==> config.mk <==
export PLATFORM = sky130hd
export DESIGN_NAME = mbx_send_engine
export DESIGN_NICKNAME = d
export VERILOG_FILES = /design/src/rtl/mbx_send_pkg.sv /design/src/rtl/mbx_cmd_decode.sv /design/src/rtl/mbx_merge.sv /design/src/rtl/mbx_seq.sv /design/src/rtl/mbx_send_engine.sv
export SDC_FILE = /design/constraint.sdc
export NUM_CORES = 1
export LEC_CHECK = 0
export ABC_CLOCK_PERIOD_IN_PS = 1800
export BUFFER_PORTS_ARGS = -buffer_cell sky130_fd_sc_hd__buf_4
export CAP_MARGIN = 10
export CORE_AREA = 8 8 99 101
export DETAILED_ROUTE_END_ITERATION = 12
export DIE_AREA = 0 0 107 109
export PLACE_DENSITY = 0.82
export SYNTH_ARGS = -nofsm -noshare
export SYNTH_HDL_FRONTEND = slang
export SYNTH_SLANG_ARGS = --single-unit
==> constraint.sdc <==
create_clock -name clk -period 1.8 [get_ports clk]
set_clock_uncertainty 0.1 [all_clocks]
set_input_delay 0.18 -clock clk [delete_from_list [all_inputs] [get_ports clk]]
set_output_delay 0.18 -clock clk [all_outputs]
set_load 0.05 [all_outputs]
==> src/rtl/mbx_send_pkg.sv <==
package mbx_send_pkg;

    localparam int CMD_W   = 64;
    localparam int WORD_W  = 32;
    localparam int TADDR_W = 16;
    localparam int OFF_W   = 12;
    localparam int ID_W    = 10;
    localparam int LANES   = WORD_W / 8;

    localparam logic [OFF_W-1:0] OFF_MAIL = 12'h048;
    localparam logic [OFF_W-1:0] OFF_ANY  = 12'h158;

    localparam int ID_LSB   = 16;
    localparam int KEEP_LSB = 27;

    typedef enum logic [2:0] {
        ST_IDLE,
        ST_READ,
        ST_WAIT_RD,
        ST_WRITE,
        ST_DONE
    } eng_state_t;

    typedef enum logic [1:0] {
        K_NONE,
        K_MAIL,
        K_ANY
    } cmd_kind_t;

    typedef struct packed {
        logic               act;
        logic               bad;
        logic [ID_W-1:0]    core;
        logic [TADDR_W-1:0] taddr;
        logic [LANES-1:0]   keep;
        logic [WORD_W-1:0]  payload;
    } job_t;

    function automatic cmd_kind_t classify(input logic [OFF_W-1:0] off, input logic size8);
        if (!size8)            return K_NONE;
        else if (off == OFF_MAIL) return K_MAIL;
        else if (off == OFF_ANY)  return K_ANY;
        else                   return K_NONE;
    endfunction

    function automatic logic [TADDR_W-1:0] slot_addr(input logic [TADDR_W-1:0] base,
                                                     input logic [2:0] slot);
        return base + 16'h0020 + {11'b0, slot, 2'b00};
    endfunction

endpackage

==> src/rtl/mbx_cmd_decode.sv <==
module mbx_cmd_decode
    import mbx_send_pkg::*;
#(
    parameter int                 NUM_CPU   = 4,
    parameter logic [TADDR_W-1:0] MBOX_BASE = 16'h1000
) (
    input  logic [OFF_W-1:0] offset,
    input  logic             size8,
    input  logic [CMD_W-1:0] data,
    output job_t             job
);
    cmd_kind_t       kind;
    logic [ID_W-1:0] id;

    always_comb begin
        kind        = classify(offset, size8);
        id          = data[ID_LSB +: ID_W];
        job.act     = (kind != K_NONE);
        job.core    = id;
        job.bad     = ({22'b0, id} >= 32'(NUM_CPU));
        job.keep    = data[KEEP_LSB +: LANES];
        job.payload = data[CMD_W-1 -: WORD_W];
        if (kind == K_MAIL)
            job.taddr = slot_addr(MBOX_BASE, data[4:2]);
        else
            job.taddr = data[TADDR_W-1:0];
    end

endmodule

==> src/rtl/mbx_merge.sv <==
module mbx_merge
    import mbx_send_pkg::*;
(
    input  logic [WORD_W-1:0] old_word,
    input  logic [WORD_W-1:0] new_word,
    input  logic [LANES-1:0]  keep,
    output logic [WORD_W-1:0] merged
);
    for (genvar g = 0; g < LANES; g++) begin : g_lane
        assign merged[g*8 +: 8] = keep[g] ? old_word[g*8 +: 8] : new_word[g*8 +: 8];
    end

endmodule

==> src/rtl/mbx_seq.sv <==
module mbx_seq
    import mbx_send_pkg::*;
(
    input  logic       clk,
    input  logic       rst,
    input  logic       start,
    input  logic       act,
    input  logic       bad,
    input  logic       need_rd,
    input  logic       mem_ack,
    input  logic       mem_rvalid,
    output eng_state_t state
);
    eng_state_t nxt;

    always_comb begin
        nxt = state;
        unique case (state)
            ST_IDLE: begin
                if (start && act) begin
                    if (bad)          nxt = ST_DONE;
                    else if (need_rd) nxt = ST_READ;
                    else              nxt = ST_WRITE;
                end
            end
            ST_READ:    if (mem_ack)    nxt = ST_WAIT_RD;
            ST_WAIT_RD: if (mem_rvalid) nxt = ST_WRITE;
            ST_WRITE:   if (mem_ack)    nxt = ST_DONE;
            ST_DONE:    nxt = ST_IDLE;
            default:    nxt = ST_IDLE;
        endcase
    end

    always_ff @(posedge clk) begin
        if (rst) state <= ST_IDLE;
        else     state <= nxt;
    end

endmodule

==> src/rtl/mbx_send_engine.sv <==
module mbx_send_engine
    import mbx_send_pkg::*;
#(
    parameter int                 NUM_CPU   = 4,
    parameter logic [TADDR_W-1:0] MBOX_BASE = 16'h1000,
    localparam int                CORE_W    = (NUM_CPU > 1) ? $clog2(NUM_CPU) : 1
) (
    input  logic               clk,
    input  logic               rst,
    input  logic               cmd_valid,
    output logic               cmd_ready,
    input  logic [OFF_W-1:0]   cmd_offset,
    input  logic               cmd_size8,
    input  logic [CMD_W-1:0]   cmd_data,
    output logic               busy,
    output logic               mem_req,
    output logic               mem_we,
    output logic [TADDR_W-1:0] mem_addr,
    output logic [CORE_W-1:0]  mem_core,
    output logic [WORD_W-1:0]  mem_wdata,
    input  logic               mem_ack,
    input  logic               mem_rvalid,
    input  logic [WORD_W-1:0]  mem_rdata,
    output logic               resp_valid,
    output logic               resp_err
);
    job_t              job_d;
    job_t              job_q;
    logic [WORD_W-1:0] old_q;
    eng_state_t        state;
    logic              start;

    assign start = cmd_valid && cmd_ready;

    mbx_cmd_decode #(
        .NUM_CPU   (NUM_CPU),
        .MBOX_BASE (MBOX_BASE)
    ) u_dec (
        .offset (cmd_offset),
        .size8  (cmd_size8),
        .data   (cmd_data),
        .job    (job_d)
    );

    mbx_seq u_seq (
        .clk        (clk),
        .rst        (rst),
        .start      (start),
        .act        (job_d.act),
        .bad        (job_d.bad),
        .need_rd    (job_d.keep != '0),
        .mem_ack    (mem_ack),
        .mem_rvalid (mem_rvalid),
        .state      (state)
    );

    always_ff @(posedge clk) begin
        if (rst) begin
            job_q <= '0;
            old_q <= '0;
        end else begin
            if (start)
                job_q <= job_d;
            if (state == ST_WAIT_RD && mem_rvalid)
                old_q <= mem_rdata;
        end
    end

    mbx_merge u_merge (
        .old_word (old_q),
        .new_word (job_q.payload),
        .keep     (job_q.keep),
        .merged   (mem_wdata)
    );

    assign cmd_ready  = (state == ST_IDLE);
    assign busy       = (state != ST_IDLE);
    assign mem_req    = (state == ST_READ) || (state == ST_WRITE);
    assign mem_we     = (state == ST_WRITE);
    assign mem_addr   = job_q.taddr;
    assign mem_core   = job_q.core[CORE_W-1:0];
    assign resp_valid = (state == ST_DONE);
    assign resp_err   = (state == ST_DONE) && job_q.bad;

endmodule

; Word-level counts from Yosys, hierarchy flattened
; Cells that the tools add are included.
[totals]
word_cells = 45
ff_bits = 90
inputBits = 114
[op_classes]
n_addsub = 1
order_cmp = 1
n_mux = 15
reduce_logical = 10
n_eq_ne = 11
[op_table]
columns = op, n
row1 = $mux 8, 4
row2 = $mux 16, 1
row3 = $mux 3, 5
row4 = $add 13x5->14 const A, 1
row5 = $eq 12x7->1 const B, 1
row6 = $eq 12x9->1 const B, 1
row7 = $pmux 3 s4, 1
row8 = $ge 10x3->1 const B, 1
row9 = $mux 2, 4
row10 = $eq 3x2->1 const B, 2
row11 = $logic_and 1x1->1, 4
row12 = $ne 2x1->1 const B, 2
row13 = $ne 2x2->1 const B, 2
row14 = $reduce_and 4->1, 1
row15 = $reduce_bool 4->1, 1
row16 = $eq 3x1->1 const B, 1
row17 = $eq 3x3->1 const B, 1
row18 = $logic_not 3->1, 1
row19 = $reduce_bool 3->1, 1
row20 = $eq 2x1->1 const B, 1
row21 = $reduce_bool 2->1, 1
row22 = $logic_or 1x1->1, 1

; Logic depth before layout (Yosys ltp)
; Gate-level depths: netlist (run 1).
[logic_depth]
ltp_word = 8
mapped_depth = 7
ltp_nobuf = 4

; By module
; A second synthesis (run 1) with hierarchy kept.
[hier_totals]
hier_cells = 544
area_unflattened_um2 = 5470.2
[by_module_without_submodules]
columns = mod, n_inst, cells_per_inst, area_each_um2
row1 = mbx_send_engine, 1, 404, 4122.7
row2 = mbx_cmd_decode, 1, 86, 661.9
row3 = mbx_merge, 1, 36, 525.5
row4 = mbx_seq, 1, 18, 160.2

; Worst setup path before layout (run 1)
; No wires, ideal clock.
[synth_path]
path_type = reg-to-reg
start = register u_seq.state[2]
end = register job_q, in the netlist mem_addr[0]
arrival_time_ns = 1.753
stages_incl_launch_ff = 8
path_slack_ns = -0.170
setup_time_ns = 0.117
path_buffers = 3
t_required_ns = 1.583
path_cell_list = dfxtp_1 > buf_2 > nor3_4 > and2_1 > buf_4 > nor2_1 > buf_2 > a22o_1
[synth_between]
elab_chain_cells = 2
[synth_lines]
columns = element, line
row1 = from (decl), mbx_seq.sv:12  ; output eng_state_t state
row2 = from (signal assigned), mbx_seq.sv:36  ; else state <= nxt;
row3 = $logic_not 3->1, mbx_send_engine.sv:76  ; assign cmd_ready = (state == ST_IDLE);
row4 = named net cmd_ready, mbx_send_engine.sv:11  ; output logic cmd_ready,
row5 = $logic_and 1x1->1, mbx_send_engine.sv:33  ; assign start = cmd_valid && cmd_ready;
row6 = to (signal assigned), mbx_send_engine.sv:63  ; job_q <= job_d;
row7 = to (decl), mbx_send_engine.sv:28  ; job_t job_q;
; The timed path passes the listed nets, and every way through them passes these cells.
; A chain may end at the register's enable or synchronous reset.

; Worst setup path in the final report (run 1)
[layout_path]
start = register job_q[33] in the netlist's numbering
end = output mem_wdata[8]
[layout_between]
elab_chain_cells = 1
[layout_lines]
columns = element, line
row1 = $mux 8, mbx_merge.sv:10  ; assign merged[g*8 +: 8] = keep[g] ? old_word[g*8 +: 8] : new_word[g*8 +: 8];
row2 = to (decl), mbx_send_engine.sv:20  ; output logic [WORD_W-1:0] mem_wdata,
; Every way passes these cells.

==> results by group, run 1 <==
Status
  • Status: finished clean

Synthesis
  • Adder-cell share of the synthesized area: 0%
  • Post-synth EDFFs: 0
  • Top-area cell type share of the netlist area: 47.4%
  • Mapped Nets: roughly 570
  • XOR/XNOR Fraction of Synth Area: less than 1%
  • Top cells by area, synth: dfxtp_1 47%, nand2_1 15%, a21oi_1 10%
  • Cell count after synthesis: 454
  • Cell variety after synth: 35
  • Synthesized area: between 3000 and 4000 um2
  • Avg Synthesized Cell Area: 8.37 um2
  • Synth Area in Compound Gates: 15.2%
  • Synth Register Bits: 90
  • Synth warnings: 0
  • Simple-Gate Fraction of Synth Area: 19.3%
  • Post-synthesis mux area share: about a tenth
  • Sequential share of the synthesized area: ~47%
  • Main combinational cell family by area after synthesis: simple AND/OR/NAND/NOR gates
  • Ys async rst share: 0%
  • Synth area leader: dfxtp_1
  • Main flop type after synthesis: dfxtp_1

Drt
  • Post-route ant nets: 0
  • Vias: ~4,000
  • Wirelength per Cell: 16.4 um
  • Drt total wl: about 13 mm
  • DRC Markers: 0
  • DR pass1 iterations: 5
  • DRT iter0 DRCs: between 150 and 200
  • Post-DR vias/cell: approximately 5

Placement
  • Routability cong.: 0.757
  • HPWL Detailed: 7.99 mm
  • IO buf count: 167
  • Dpl ws: around 22 ps

CTS
  • CTS tree: yes
  • Post-CTS Setup Bufs: 0
  • Root Driver: clkbuf_8
  • CTS buffer count: 9
  • CTS H-tree depth: 3
  • Sink Count: 90
  • Clock Pin Slew Worst Setup and Hold Paths: roughly 90 ps
  • Worst skew pair latency: around 340 ps
  • Clk buf depth: 2

Setup path
  • Critical path class: flip-flop to output port
  • FF-to-FF setup slack: ~200 ps
  • CP Launch Type: flip-flop
  • R2R cell count: 4
  • Critical path fanouts, max: 9
  • FF-to-FF Start: u_seq.state[0]$_SDFFE_PP0P_
  • Crit end category: output port
  • Reg-to-reg endpoint: mem_addr[14]$_SDFFE_PP0P_
  • Critical Path AT: 1400 ps
  • WP data required: around 1500 ps

Hold path
  • Hold_sp: mem_ack
  • Hold endpoint: u_seq.state[1]$_SDFFE_PP0P_
  • Worst hold path type: input pin to flip-flop
  • Hold Path Depth: 3

Finish
  • Fill cells: 603
  • Sequential cell area: between 1500 and 2000 um2
  • N_diodes: 0
  • Area grow syn2layout: 61.0%
  • Multi-input logic area: between 1500 and 2000 um2
  • Post-Route Utilization: ~73%
  • Share of cells above drive strength 1: a little over a third
  • Nets: between 700 and 800

Power
  • Switch share: around a quarter
  • Logic pwr share: between 20% and 30%
  • Pwr per Cell Area: between 700 and 800 nW/um2
  • Sw power: around 0.0012 W
  • Peak VDD IR: 0.000457 V
  • Clk pwr share: 33.6%
  • Static Leakage: between 2 and 3 nW
  • Final Power: roughly 0.0046 W
  • Cell-internal power: between 0.003 and 0.004 W
  • Sequential share of power: 46.2%

STA
  • Slack of the critical path: approximately 120 ps
  • Hold Vio Cnt, Final: 0
  • Final critical-path required period: about 1700 ps
  • Slew headroom: between 60% and 70%
  • Max frequency: just under 600 MHz
  • Sum Neg Setup Slack: 0 ps
  • RSZ-0062 raised after global routing: no
  • Fin crit share: between 90% and 100%
  • Pins over their slew limit: 0
  • Hold_ws: just under 80 ps
  • Tightest Pin Transition: a little under 600 ps
  • Setup Viol. Count Final: 0

GRT
  • Largest net degree at the start of global routing: 56
  • Total track usage: between 20% and 30%
  • First-pass GRT wire length: roughly 21 mm
  • GRT overflow: 0
  • Vias in the first global route: between 4,000 and 5,000
  • Initial antenna violation count: 0

Die
  • Row count: 34
  • I/O pins: between 150 and 200
  • Die width: approximately 110 um
  • Core Box Area: 8380 um2
  • Die Y-Extent: approximately 110 um
  • Die area: approximately 12,000 um2
  • Initial cell density of the core: between 40% and 50%

Job
  • Total of max-cap violations: 0
## critical path, stage by stage (launching register included)
cell	delay (ps)
dfxtp_2	470
mux2_2	390
buf_4	200
## layer usage
layer | wire (um) | vias up | global-route usage, %
met5 | 0 | - | 0
li1 | - | 1926 | -
met2 | 6680 | 190 | 39.7
met3 | 975 | 43 | 6.21
met4 | 478 | 0 | 11.2
met1 | 4790 | 1798 | 23.7
## flip-flops by register name, summed over array words and instances (netlist names)
| name | count |
|---|---|
| old_q | 32 |
| u_seq.state | 3 |
| mem_core | 2 |
| mem_addr | 16 |
| job_q | 37 |
## metrics by stage
stage / instances / cell area (um2)
finish: 789 / 6120
global route: 789 / 6120
CTS: 789 / 6110
detailed placement: 687 / 5010
global placement: 687 / 5010
floorplan: 454 / 3840
## worst max-delay path by stage
stage | cells after the start | slack [ps] | start | end
finish | 2 | 120 | job_q[33]$_SDFFE_PP0P_ | mem_wdata[8]
floorplan | 5 | -130 | u_seq.state[1]$_SDFFE_PP0P_ | u_seq.state[1]$_SDFFE_PP0P_
global route | 4 | 40 | u_seq.state[0]$_SDFFE_PP0P_ | mem_addr[14]$_SDFFE_PP0P_
detailed placement | 4 | 20 | u_seq.state[0]$_SDFFE_PP0P_ | mem_addr[0]$_SDFFE_PP0P_
global placement | 4 | 110 | u_seq.state[0]$_SDFFE_PP0P_ | mem_addr[6]$_SDFFE_PP0P_
CTS | 4 | 70 | u_seq.state[1]$_SDFFE_PP0P_ | resp_err
## cells in the mapped netlist, types with 2 or more instances
master      n
nand2_1   147
dfxtp_1    90
a21oi_1    76
mux2_2     32
buf_4      23
clkbuf_1   21
a22o_1     11
buf_2       7
nor2_1      7
inv_1       5
and2_1      2
and3_1      2
nand3_1     2
nor2b_1     2
nor3_4      2
nor3b_1     2
o211ai_1    2
o21ai_1     2
o21bai_1    2
or4_1       2
## logic make-up (layout without fill, tap and decap cells)
family | count (synthesis) | after routing
compound gates | 99 | 99
mux | 32 | 32
flops | 90 | 90
buf+inv | 58 | 285
simple gates | 174 | 174
xor+xnor | 1 | 1
## repair_timing
item	4_1_cts	5_1_grt
pin swaps	0	0
endpoints found under the setup margin	34	1
gates resized for setup	5	1
hold buffers	86	0
hold endpoints to repair	86	0
## power groups by stage
stage	sequential [W]	clock, W	combinational (W)
2_1_floorplan	0.00213	0	0.000473
3_3_place_gp	0.00215	0	0.000741
3_5_place_dp	0.00215	0	0.000749
4_1_cts	0.00211	0.00156	0.000902
5_1_grt	0.00212	0.00168	0.000968
6_report	0.00211	0.00154	0.000918
## layout make-up
| cell class | count | share of cell area [%] |
|---|---|---|
| timing repair buffer | 263 | 36.4 |
| tap | 108 | 2.21 |
| sequential | 90 | 29.5 |
| inverter | 6 | 0.368 |
| multi-input combinational | 306 | 27.7 |
| clock buffer | 12 | 2.54 |
| clock inverter | 4 | 1.21 |
## layout by cell type, fill, tap and decap left out, drive strengths merged, types with 2 or more instances in the layout
cell type / instances
nor3b: 2
o21bai: 2
inv: 6
clkbuf: 12
clkinv: 2
a21oi: 76
o211ai: 2
dfxtp: 90
a211oi: 2
bufinv: 2
mux2: 32
nor2b: 2
nand2: 148
and2: 2
o21ai: 3
a22o: 11
nand3: 2
nor2: 7
nor3: 3
or4: 3
and3: 2
dlygate4sd3: 86
buf: 177
Power figures use the tool's default switching activity.
==> run 2, diff against run 1 <==
ABC_AREA = 1   (was default)
CORE_AREA = 8 8 101 103   (was 8 8 99 101)
DIE_AREA = 0 0 109 111   (was 0 0 107 109)
PLACE_DENSITY = 0.8   (was 0.82)
==> run 2 against run 1 <==
  * Final cell count grew 5.4%
  * Sequential cell count is the same
  * Sequential power grew 29%
  * Routed wire length shrank 4.1%
  * Via count grew 3.9%
  * Total power grew 82%
  * Sequential share of layout area grew 1.7 points
  * Global-route usage shrank 2.4 points
  * Core utilization shrank 5.3 points
  * Hold slack lost 72 ps
  * Area after synthesis grew 2.6%
  * Non-clock buffer count shrank 38
  * Critical endpoint is now busy
  * Largest cell class unchanged
==> results by group, run 2 <==
STA
  • Final critical-path required period: 1680 ps
  • Max frequency: 594 MHz
  • Fin crit share: 93.6%
  • Hold Vio Cnt, Final: 0
  • Slack of the critical path: between 100 and 150 ps
  • Setup Viol. Count Final: 0
  • Slew headroom: 68.8%
  • Pins over their slew limit: 0
  • Tightest Pin Transition: between 400 and 500 ps
  • Hold_ws: approximately 7 ps
  • RSZ-0062 raised after global routing: no

CTS
  • CTS H-tree depth: 3
  • Root Driver: clkbuf_8
  • Clock Pin Slew Worst Setup and Hold Paths: ~90 ps
  • Sink Count: 90
  • CTS buffer count: 9
  • Clk buf depth: 2
  • Worst skew pair latency: ~330 ps
  • CTS tree: yes

GRT
  • Grt met1 use: a little over a fifth
  • Met2 Track Usage GR: 33.8%
  • Vias in the first global route: slightly above 4,000
  • First-pass GRT wire length: between 15 and 20 mm
  • Initial antenna violation count: 0
  • Total track usage: between 15 and 20%
  • GR Util met3: under 10%
  • Most used routing layer in global routing: met2
  • GRT overflow: 0
  • Largest net degree at the start of global routing: between 40 and 50

Finish
  • Most flop-heavy register: job_q
  • Area grow syn2layout: 48.6%
  • Commonest non-fill, non-tap cell in the layout: buf_4
  • Nets: ~830
  • Most frequent cells in the layout: 174 x buf_4, 111 x nand2_1, 88 x a21oi_1, 84 x dfxtp_1, 61 x o21ai_0
  • Largest register FFs: 37
  • Share of cells above drive strength 1: 28.2%
  • Fill cells: approximately 710
  • N_diodes: 0
  • Post-route cell area: a little under 6000 um2

Die
  • I/O pins: 170
  • Die area: 12,100 um2
  • Die width: around 110 um
  • Initial cell density of the core: 45.6%
  • Row count: 34
  • Core Box Area: around 8600 um2
  • Die Y-Extent: roughly 110 um

Setup path
  • Crit end category: output port
  • FF-to-FF setup slack: ~230 ps
  • WP data required: 1520 ps
  • R2R cell count: 5
  • CP Launch Type: flip-flop
  • FF-to-FF Start: u_seq.state[1]$_SDFFE_PP0P_
  • Critical path fanouts, max: 6
  • Critical path class: flip-flop to output port
  • Reg-to-reg endpoint: mem_addr[1]$_SDFFE_PP0P_
  • Critical Path AT: roughly 1400 ps

Synthesis
  • Synth Register Bits: 90
  • Top-area cell type share of the netlist area: a little under half
  • Synth warnings: 0
  • Avg Synthesized Cell Area: around 7.3 um2
  • Most common cell in the netlist: nand2_1
  • Synth area leader: dfxtp_1
  • Cell variety after synth: 22
  • Ys async rst share: 0%
  • Mapped Nets: about 650
  • Top cells by area, synth: dfxtp_1 46%, a21oi_1 11%, nand2_1 11%
  • Cell count after synthesis: about 540
  • Synthesized area: 3900 um2
  • Commonest cells post-synth: 111 x nand2_1, 90 x dfxtp_1, 88 x a21oi_1
  • Post-synth EDFFs: 0
  • Main flop type after synthesis: dfxtp_1
  • Sequential share of the synthesized area: around 46%

Power
  • Peak VDD IR: just over 0.0009 V
  • Static Leakage: 2.52 nW
  • Final Power: 0.00832 W
  • Pwr per Cell Area: between 1000 and 1500 nW/um2

Drt
  • Vias: approximately 4,100
  • DRT iter0 DRCs: between 150 and 200
  • Post-route ant nets: 0
  • DR pass1 iterations: 4
  • Wirelength per Cell: 14.9 um
  • DRC Markers: 0
  • Drt total wl: 12.4 mm
  • Post-DR vias/cell: 4.94

Hold path
  • Hold endpoint: job_q[24]$_SDFFE_PP0P_
  • Worst hold path type: input pin to flip-flop
  • Hold Path Depth: 3
  • Hold_sp: cmd_data[56]

Placement
  • HPWL Detailed: ~8.5 mm
  • Placed inst area: 5090 um2
  • IO buf count: roughly 170
  • Routability cong.: between 0.8 and 0.9
  • Dpl ws: between 60 and 70 ps

Status
  • Status: finished clean

Job
  • Total of max-cap violations: 0
## run 2: cell types whose count changed after synthesis, sizes merged, moves of 11 or more
cell,before,now
inv,6,47
o21ai,3,79
nand3,2,35
a22o,11,0
mux2,32,0
nand2,148,112
a21oi,76,88
nor2,7,23
## run 2: logic make-up (layout without fill, tap and decap cells)
group / Yosys count / count (layout) / synth area share, %
and+or+nand+nor: 178 / 178 / 19.4
AOI/OAI and AO/OA: 167 / 167 / 21.5
buffers and inverters: 102 / 289 / 12.9
DFF: 90 / 90 / 46.2
## run 2: worst max-delay path: stages, from the launching register on
cell and delay [ps]:
dfxtp_1 380, nor3_4 350, inv_1 130, buf_4 210
## run 2: area by class of cell
| class | instances | area, um2 | share of cell area [%] |
|---|---|---|---|
| Clock inverter | 4 | 76.3 | 1.32 |
| Tap cell | 108 | 135 | 2.33 |
| Multi-Input combinational cell | 345 | 1610 | 27.7 |
| Inverter | 48 | 183 | 3.15 |
| Sequential cell | 90 | 1810 | 31.2 |
| Clock buffer | 12 | 135 | 2.33 |
| Timing Repair Buffer | 225 | 1850 | 31.9 |
## run 2: layer usage
metal | wire [um] | part of all wire [%] | vias to the layer above
li1 | - | - | 2096
met1 | 4860 | 39 | 1859
met2 | 6140 | 50 | 145
met3 | 1190 | 9.6 | 12
met4 | 191 | 1.5 | 0
met5 | 0 | 0 | -
## run 2: where the power goes
group	leakage (nW)	internal (W)	switching, W
registers	0.741	0.00245	0.000289
logic	1.68	0.00132	0.00280
clock network	0.101	0.000787	0.000686
## run 2: repair_timing
action | CTS | global route
hold endpoints to repair | 39 | 9
gates resized for setup | 1 | 6
buffers inserted | 0 | 0
hold buffers | 39 | 9
endpoints found under the setup margin | 1 | 34
## run 2: through the flow
step | setup TNS (ps) | instances | util [%]
global placement | 0 | 768 | 59.5
CTS | 0 | 823 | 66.6
detailed placement | 0 | 768 | 59.5
floorplan | -286 | 537 | -
global route | 0 | 832 | 67.7
finish | 0 | 832 | 67.7
## run 2: worst max-delay path by stage
stage | slack (ps) | from | endpoint | cells past startpoint
detailed placement | 70 | u_seq.state[0]$_SDFFE_PP0P_ | mem_addr[1]$_SDFFE_PP0P_ | 5
CTS | 10 | job_q[35]$_SDFFE_PP0P_ | mem_wdata[31] | 3
global route | 9 | u_seq.state[1]$_SDFFE_PP0P_ | busy | 3
global placement | 190 | u_seq.state[0]$_SDFFE_PP0P_ | mem_addr[1]$_SDFFE_PP0P_ | 5
floorplan | -150 | u_seq.state[0]$_SDFFE_PP0P_ | u_seq.state[0]$_SDFFE_PP0P_ | 5
finish | 120 | u_seq.state[1]$_SDFFE_PP0P_ | busy | 3
